## config.mk

```make
export PLATFORM = sky130hd
export DESIGN_NAME = bmr_ram_port
export DESIGN_NICKNAME = d
export VERILOG_FILES = /design/src/rtl/bmr_pkg.sv /design/src/rtl/bmr_strobe.sv /design/src/rtl/bmr_lane_store.sv /design/src/rtl/bmr_ram_port.sv
export SDC_FILE = /design/constraint.sdc
export NUM_CORES = 1
export LEC_CHECK = 0
export BUFFER_PORTS_ARGS = -buffer_cell sky130_fd_sc_hd__buf_2
export CORE_MARGIN = 4
export CORE_UTILIZATION = 45
export CTS_CLUSTER_DIAMETER = 200
export DETAILED_ROUTE_END_ITERATION = 10
export PLACE_DENSITY = 0.68
export SETUP_SLACK_MARGIN = 0.2
export SYNTH_ARGS = -nofsm -noshare
export SYNTH_HDL_FRONTEND = slang
export SYNTH_SLANG_ARGS = --single-unit
```

## constraint.sdc

```tcl
create_clock -name clk -period 1.89 [get_ports clk]
set_clock_uncertainty 0.1 [all_clocks]
set_input_delay 0 -clock clk [delete_from_list [all_inputs] [get_ports clk]]
set_output_delay 0 -clock clk [all_outputs]
set_load 0.1 [all_outputs]
```

## src/rtl/bmr_pkg.sv

```systemverilog
package bmr_pkg;
  // Lanes are nine bits wide when the word width is a multiple of nine.
  function automatic int lane_width(input int word_w);
    return (word_w % 9 == 0) ? 9 : 8;
  endfunction

  function automatic int lane_count(input int word_w);
    return word_w / lane_width(word_w);
  endfunction
endpackage

```

## src/rtl/bmr_strobe.sv

```systemverilog
module bmr_strobe #(
  parameter int LANES = 4
) (
  input  logic             ce,
  input  logic             we,
  input  logic [LANES-1:0] be,
  output logic [LANES-1:0] lane_wr
);
  // One write strobe per lane, gated by the block enables.
  for (genvar g = 0; g < LANES; g++) begin : g_strobe
    assign lane_wr[g] = ce & we & be[g];
  end
endmodule

```

## src/rtl/bmr_lane_store.sv

```systemverilog
module bmr_lane_store #(
  parameter int LANE_W = 9,
  parameter int ADDR_W = 4,
  localparam int DEPTH = 1 << ADDR_W
) (
  input  logic              clk,
  input  logic              rst,
  input  logic              wr_en,
  input  logic [ADDR_W-1:0] wr_addr,
  input  logic [LANE_W-1:0] wr_data,
  input  logic              rd_en,
  input  logic [ADDR_W-1:0] rd_addr,
  output logic [LANE_W-1:0] rd_data
);
  logic [LANE_W-1:0] mem [DEPTH];
  logic [LANE_W-1:0] rd_q;

  // Write process: no reset, so block RAM can be inferred.
  always_ff @(posedge clk) begin
    if (wr_en) mem[wr_addr] <= wr_data;
  end

  // Registered read. The nonblocking write above makes a same-edge
  // read return the old word.
  always_ff @(posedge clk) begin
    if (rst)        rd_q <= '0;
    else if (rd_en) rd_q <= mem[rd_addr];
  end

  assign rd_data = rd_q;
endmodule

```

## src/rtl/bmr_ram_port.sv

```systemverilog
module bmr_ram_port #(
  parameter int WORD_W = 36,
  parameter int ADDR_W = 4,
  localparam int LANE_W = bmr_pkg::lane_width(WORD_W),
  localparam int LANES  = bmr_pkg::lane_count(WORD_W)
) (
  input  logic              clk,
  input  logic              rst,
  input  logic              ce,
  input  logic              we,
  input  logic              re,
  input  logic [LANES-1:0]  be,
  input  logic [ADDR_W-1:0] wr_addr,
  input  logic [WORD_W-1:0] wr_data,
  input  logic [ADDR_W-1:0] rd_addr,
  output logic [WORD_W-1:0] rd_data
);
  logic [LANES-1:0] lane_wr;
  logic             rd_go;

  assign rd_go = ce & re;

  bmr_strobe #(.LANES(LANES)) u_strobe (
    .ce      (ce),
    .we      (we),
    .be      (be),
    .lane_wr (lane_wr)
  );

  for (genvar l = 0; l < LANES; l++) begin : g_lane
    bmr_lane_store #(.LANE_W(LANE_W), .ADDR_W(ADDR_W)) u_store (
      .clk     (clk),
      .rst     (rst),
      .wr_en   (lane_wr[l]),
      .wr_addr (wr_addr),
      .wr_data (wr_data[l*LANE_W +: LANE_W]),
      .rd_en   (rd_go),
      .rd_addr (rd_addr),
      .rd_data (rd_data[l*LANE_W +: LANE_W])
    );
  end
endmodule

```

---- Word level (Yosys, flattened, before mapping) ----
Memories as Yosys holds them, arrays and structs flattened. A register that Yosys moved wholly into a read port is not among the register bits.
Cells that the tools add are included.
word-level totals
  memories ................................ 4
  RAM bits ................................ 576
  input port bits ......................... 53
  output and inout bits ................... 36
  bits in registers ....................... 0
  logic and storage cells ................. 18
cells by class
  mux-type cells .......................... 8
  bitwise operators ....................... 6
memory list
  memory                 words  bits a word  read ports  clocked after memory_dff  wr ports  RTL line              source
  g_lane[0].u_store.mem  16     9            1           1                         1         bmr_lane_store.sv:15  logic [LANE_W-1:0] mem [DEPTH];
  g_lane[1].u_store.mem  16     9            1           1                         1         bmr_lane_store.sv:15
  g_lane[2].u_store.mem  16     9            1           1                         1         bmr_lane_store.sv:15
  g_lane[3].u_store.mem  16     9            1           1                         1         bmr_lane_store.sv:15
operators by type and width
  operator       count
  $mux W1        8
  $and A1 B1 Y1  6

---- Longest topological paths before layout ----
  depth in word-level cells ............... 4
  depth in mapped cells ................... 8
  mapped depth without buffers ............ 4

---- By module ----
A second synthesis with hierarchy kept.
second synthesis, totals
  cells, all modules ...................... 1,409
  area, all modules ....................... 24,049.3 um^2
by module, submodules not included
  module          cells each  seq. area each (um^2)  times used  area each (um^2)
  bmr_lane_store  351         4,504.3                4           6,004.5
  bmr_strobe      4           0.0                    1           25.0
  bmr_ram_port    1           0.0                    1           6.3

---- Least setup slack after synthesis ----
Ideal clock, no wire load.
  path type ............................... input to register
  from .................................... input port rd_addr[2]
  to ...................................... register g_lane[1].u_store.rd_q[3], read port of g_lane[1].u_store.mem
  stages .................................. 6
  path buffers ............................ 3
  arrival time ............................ 1,319 ps
  setup slack ............................. 352 ps
  required time ........................... 1,671 ps
  setup time .............................. 119 ps
  path through ............................ buf_6 > buf_6 > buf_2 > mux4_2 > o21ai_0 > nand2_1
RTL lines
  item             RTL line              source
  start, declared  bmr_ram_port.sv:15    input logic [ADDR_W-1:0] rd_addr,
  end, declared    bmr_lane_store.sv:16  logic [LANE_W-1:0] rd_q;

==> report_table.html <==
<table>
<tr><th>Metric</th><th>Value</th></tr>
<tr><th colspan="2">Outcome</th></tr>
<tr><td>Result of the run</td><td>complete, no violations</td></tr>
<tr><th colspan="2">Floorplanning</th></tr>
<tr><td># rows</td><td>just over 80</td></tr>
<tr><td>Initial standard-cell utilization of the core</td><td>a little under half</td></tr>
<tr><td>Die Y-Extent</td><td>roughly 240 um</td></tr>
<tr><td>Die area</td><td>55,400 sq um</td></tr>
<tr><td>Number of top-level design ports</td><td>between 80 and 90</td></tr>
<tr><td>Horizontal die dimension</td><td>between 200 and 250 um</td></tr>
<tr><td>Core Box Area</td><td>just over 50,000 sq um</td></tr>
<tr><th colspan="2">Worst setup path</th></tr>
<tr><td>Worst EP arrival</td><td>~2000 ps</td></tr>
<tr><td>Kind of start point of the critical path</td><td>flip-flop</td></tr>
<tr><td>Critical Path Sink Type</td><td>flip-flop</td></tr>
<tr><td>Worst Path Class, Setup</td><td>reg2reg</td></tr>
<tr><td>Critical path fanouts, max</td><td>1</td></tr>
<tr><td>Data required time of the worst path</td><td>2260 ps</td></tr>
<tr><th colspan="2">Pwr</th></tr>
<tr><td>VDD IR max</td><td>roughly 700 uV</td></tr>
<tr><td>Overall power after layout</td><td>around 28 mW</td></tr>
<tr><td>Pleak</td><td>slightly above 9 nW</td></tr>
<tr><td>Power per cell area</td><td>1010 nW/um^2</td></tr>
<tr><th colspan="2">Finish</th></tr>
<tr><td>Most common library cell in the layout ignoring fill and taps</td><td>edfxtp_1</td></tr>
<tr><td>Fraction of the core area covered by cells at the end of the flow</td><td>a little over half</td></tr>
<tr><td>Area added between synthesis and finish</td><td>17.8%</td></tr>
<tr><td>Commonest non-fill, non-tap cells in the layout</td><td>edfxtp_1 (576), mux4_2 (107), buf_4 (93)</td></tr>
<tr><td>Seq. cell area</td><td>about 18,000 sq um</td></tr>
<tr><td>Number of fillers in the final layout</td><td>a little under 4,000</td></tr>
<tr><td>Combined area of the multi-input logic cells</td><td>4900 sq um</td></tr>
<tr><td>Layout cells sized above 1</td><td>about 30%</td></tr>
<tr><td>Number of nets in the layout</td><td>~1,400</td></tr>
<tr><th colspan="2">Yosys</th></tr>
<tr><td>Syn_area_per_cell</td><td>roughly 21 sq um</td></tr>
<tr><td>Fraction of the yosys area taken by sequential cells</td><td>77.5%</td></tr>
<tr><td>Number of warning messages in the yosys log</td><td>0</td></tr>
<tr><td>Count of unique library cells instantiated by Yosys</td><td>26</td></tr>
<tr><td>Instance count of the mapped netlist</td><td>roughly 1,100</td></tr>
<tr><td>Count of state elements after synthesis</td><td>just over 600</td></tr>
<tr><td>Post-synth net total</td><td>around 1,200</td></tr>
<tr><td>Area of the mapped netlist</td><td>about 23,000 sq um</td></tr>
<tr><th colspan="2">Global route</th></tr>
<tr><td>Total routing resource utilization after global routing</td><td>18.4%</td></tr>
<tr><td>Maximum number of pins on one net before global-route repair</td><td>37</td></tr>
<tr><td>Global-route congestion overflow total</td><td>0</td></tr>
<tr><td>Wire length of the first global-routing pass</td><td>a little under 80,000 um</td></tr>
<tr><td>Vias in the first global route</td><td>about 12,000</td></tr>
<tr><td>Antenna violations before repair</td><td>4</td></tr>
<tr><th colspan="2">Route</th></tr>
<tr><td>Detailed route wirelength on metal2</td><td>25,300 um</td></tr>
<tr><td>Post-DRT Antenna Nets</td><td>0</td></tr>
<tr><td>Total via count in the routed design</td><td>about 12,000</td></tr>
<tr><td>DRC errors left</td><td>0</td></tr>
<tr><td>Iteration-0 DRC count of the detailed router</td><td>1,172</td></tr>
<tr><td>Mean routed wirelength per cell</td><td>roughly 24 um</td></tr>
<tr><td>Routed wire length</td><td>between 50,000 and 60,000 um</td></tr>
<tr><td>Detailed-route wire length on metal 1</td><td>between 20,000 and 25,000 um</td></tr>
<tr><td>First-pass iteration count of the detailed router</td><td>7</td></tr>
<tr><td>Uppermost layer routed</td><td>met5</td></tr>
<tr><td>Via-to-Cell Ratio</td><td>about 5.6</td></tr>
<tr><td>Wire length on met3</td><td>roughly 3400 um</td></tr>
<tr><th colspan="2">CTS</th></tr>
<tr><td>Clock latency of the later-clocked register in the worst-skew pair</td><td>600 ps</td></tr>
<tr><td>Depth of the CTS H-tree</td><td>2</td></tr>
<tr><td>TritonCTS clock tree</td><td>done</td></tr>
<tr><td>Total number of clock tree sinks</td><td>about 610</td></tr>
<tr><td>Total CTS buffers</td><td>56</td></tr>
<tr><td>Root Buffer Master</td><td>clkbuf_16</td></tr>
<tr><td>Clock-pin slew on the worst setup and hold paths</td><td>about 60 ps</td></tr>
<tr><td>Maximum buffer depth of the clock tree</td><td>3</td></tr>
<tr><th colspan="2">Place</th></tr>
<tr><td>IO Port Bufs</td><td>88</td></tr>
<tr><td>Total half-perimeter wirelength after legalization and detailed placement</td><td>between 30,000 and 40,000 um</td></tr>
<tr><td>Global placement routability congestion</td><td>around 0.77</td></tr>
<tr><th colspan="2">Job</th></tr>
<tr><td>Max cap viols</td><td>0</td></tr>
<tr><th colspan="2">Timing</th></tr>
<tr><td>Actual slew at the worst max-slew pin</td><td>around 750 ps</td></tr>
<tr><td>Clock period minus final worst setup slack</td><td>approximately 1600 ps</td></tr>
<tr><td>Number of failing hold endpoints at the final stage</td><td>0</td></tr>
<tr><td>Final Setup Violations</td><td>0</td></tr>
<tr><td>Final sum of negative setup slack</td><td>0 ps</td></tr>
<tr><td>RSZ-0062 raised after global routing</td><td>no</td></tr>
<tr><td>Peak clock frequency supported by timing</td><td>slightly above 600 MHz</td></tr>
<tr><td>Final clock period utilization by the worst path</td><td>~85%</td></tr>
<tr><td>Number of max-slew violations in the final report</td><td>0</td></tr>
<tr><td>Worst slew margin relative to its limit</td><td>around half</td></tr>
<tr><th colspan="2">Worst hold path</th></tr>
<tr><td>Worst min path class</td><td>in2reg</td></tr>
</table>
[what timing repair did]
item                                   in CTS  in global routing
buffers inserted                            0                  0
endpoints found under the hold margin     598                  0
hold buffers                               45                  0
setup endpoints to repair                   0                  1
gates resized for setup                     0                  1
[sequential cells by signal, summed over array words and instances (netlist names)]
signal                  count
g_lane.u_store.mem        576
g_lane.u_store.rd_data     36
[Yosys cell counts]
master       n  area share (%)
mux4_2     107              10
edfxtp_1   576              74
nand2_1     46            0.74
and4b_1      1           0.043
nor2_1      67             1.1
o21ai_0     32            0.69
nand4_1      1           0.027
buf_4        3           0.097
o21ai_1      3           0.065
a221o_1      1           0.043
a2111oi_0    1           0.038
nor2b_1      6            0.16
buf_6       14            0.68
clkbuf_1    31            0.50
o211a_1      1           0.043
a21oi_1      2           0.043
mux2_2      35             1.7
nand4bb_1    1           0.048
dfxtp_1     36             3.1
buf_1        7            0.11
buf_2        8            0.17
mux2i_1     74             3.2
nand3_1     10            0.22
a221oi_1    35             1.3
a22oi_1     35             1.1
and2_1       1           0.027
[layer usage]
layer  global-route usage [%]  vias to the layer above
met5                        0                        -
met4                     5.32                        6
met3                     3.66                       98
met2                     30.4                      385
met1                     25.1                     6111
li1                         -                     5150
[final timing paths]
path                                      from  slack [ps]  cells after the start                      endpoint
setup / recovery  g_lane[2].u_store.mem[15][7]         280                      4  g_lane[2].u_store.rd_data[7]
hold / removal                      rd_addr[2]          30                      5  g_lane[3].u_store.rd_data[2]
setup reg to reg  g_lane[2].u_store.mem[15][7]         280                      4  g_lane[2].u_store.rd_data[7]
hold reg to reg   g_lane[2].u_store.rd_data[6]         400                      2  g_lane[2].u_store.rd_data[6]
[critical path: stages, from the launching register on]
cell and delay, ps:
edfxtp_1 380, mux4_2 480, mux2_2 280, a22oi_1 170, nand2_1 80
[kinds of logic after synthesis]
group | count (synthesis) | share of synthesized area [%]
flip-flops | 612 | 77.5
multiplexers | 216 | 15.2
buffers and inverters | 63 | 1.56
AND/OR/NAND/NOR | 133 | 2.35
AO/OA/AOI/OAI | 110 | 3.37
[layout make-up]
| cell class | instances | area share (%) |
|---|---|---|
| Clock buffer | 71 | 5.62 |
| Antenna cell | 1 | 0.00914 |
| Clock inverter | 33 | 0.909 |
| Tap cell | 680 | 3.11 |
| Multi-Input combinational cell | 459 | 17.9 |
| Sequential cell | 612 | 65.8 |
| Timing Repair Buffer | 236 | 6.68 |
[report_power, final]
part,total [mW],switching (mW),leakage [nW],internal [mW]
combinational,1.67,1.08,2.92,0.590
clock,10.9,4.74,0.879,6.16
sequential,15.0,0.0574,5.48,14.9
[per-stage QoR]
stage | hold slack [ps] | instances | setup slack (ps) | instance area, sq um
after floorplan | -1.13 | 1134 | 352 | 23300
after global placement | 273 | 1942 | 64.7 | 25100
after detailed placement | 289 | 1942 | 59.1 | 25100
after CTS | 0.255 | 2091 | 261 | 27400
after global routing | 19.6 | 2091 | 225 | 27400
final | 27.0 | 2092 | 279 | 27400
No activity file was read; power rests on OpenSTA's default activity.
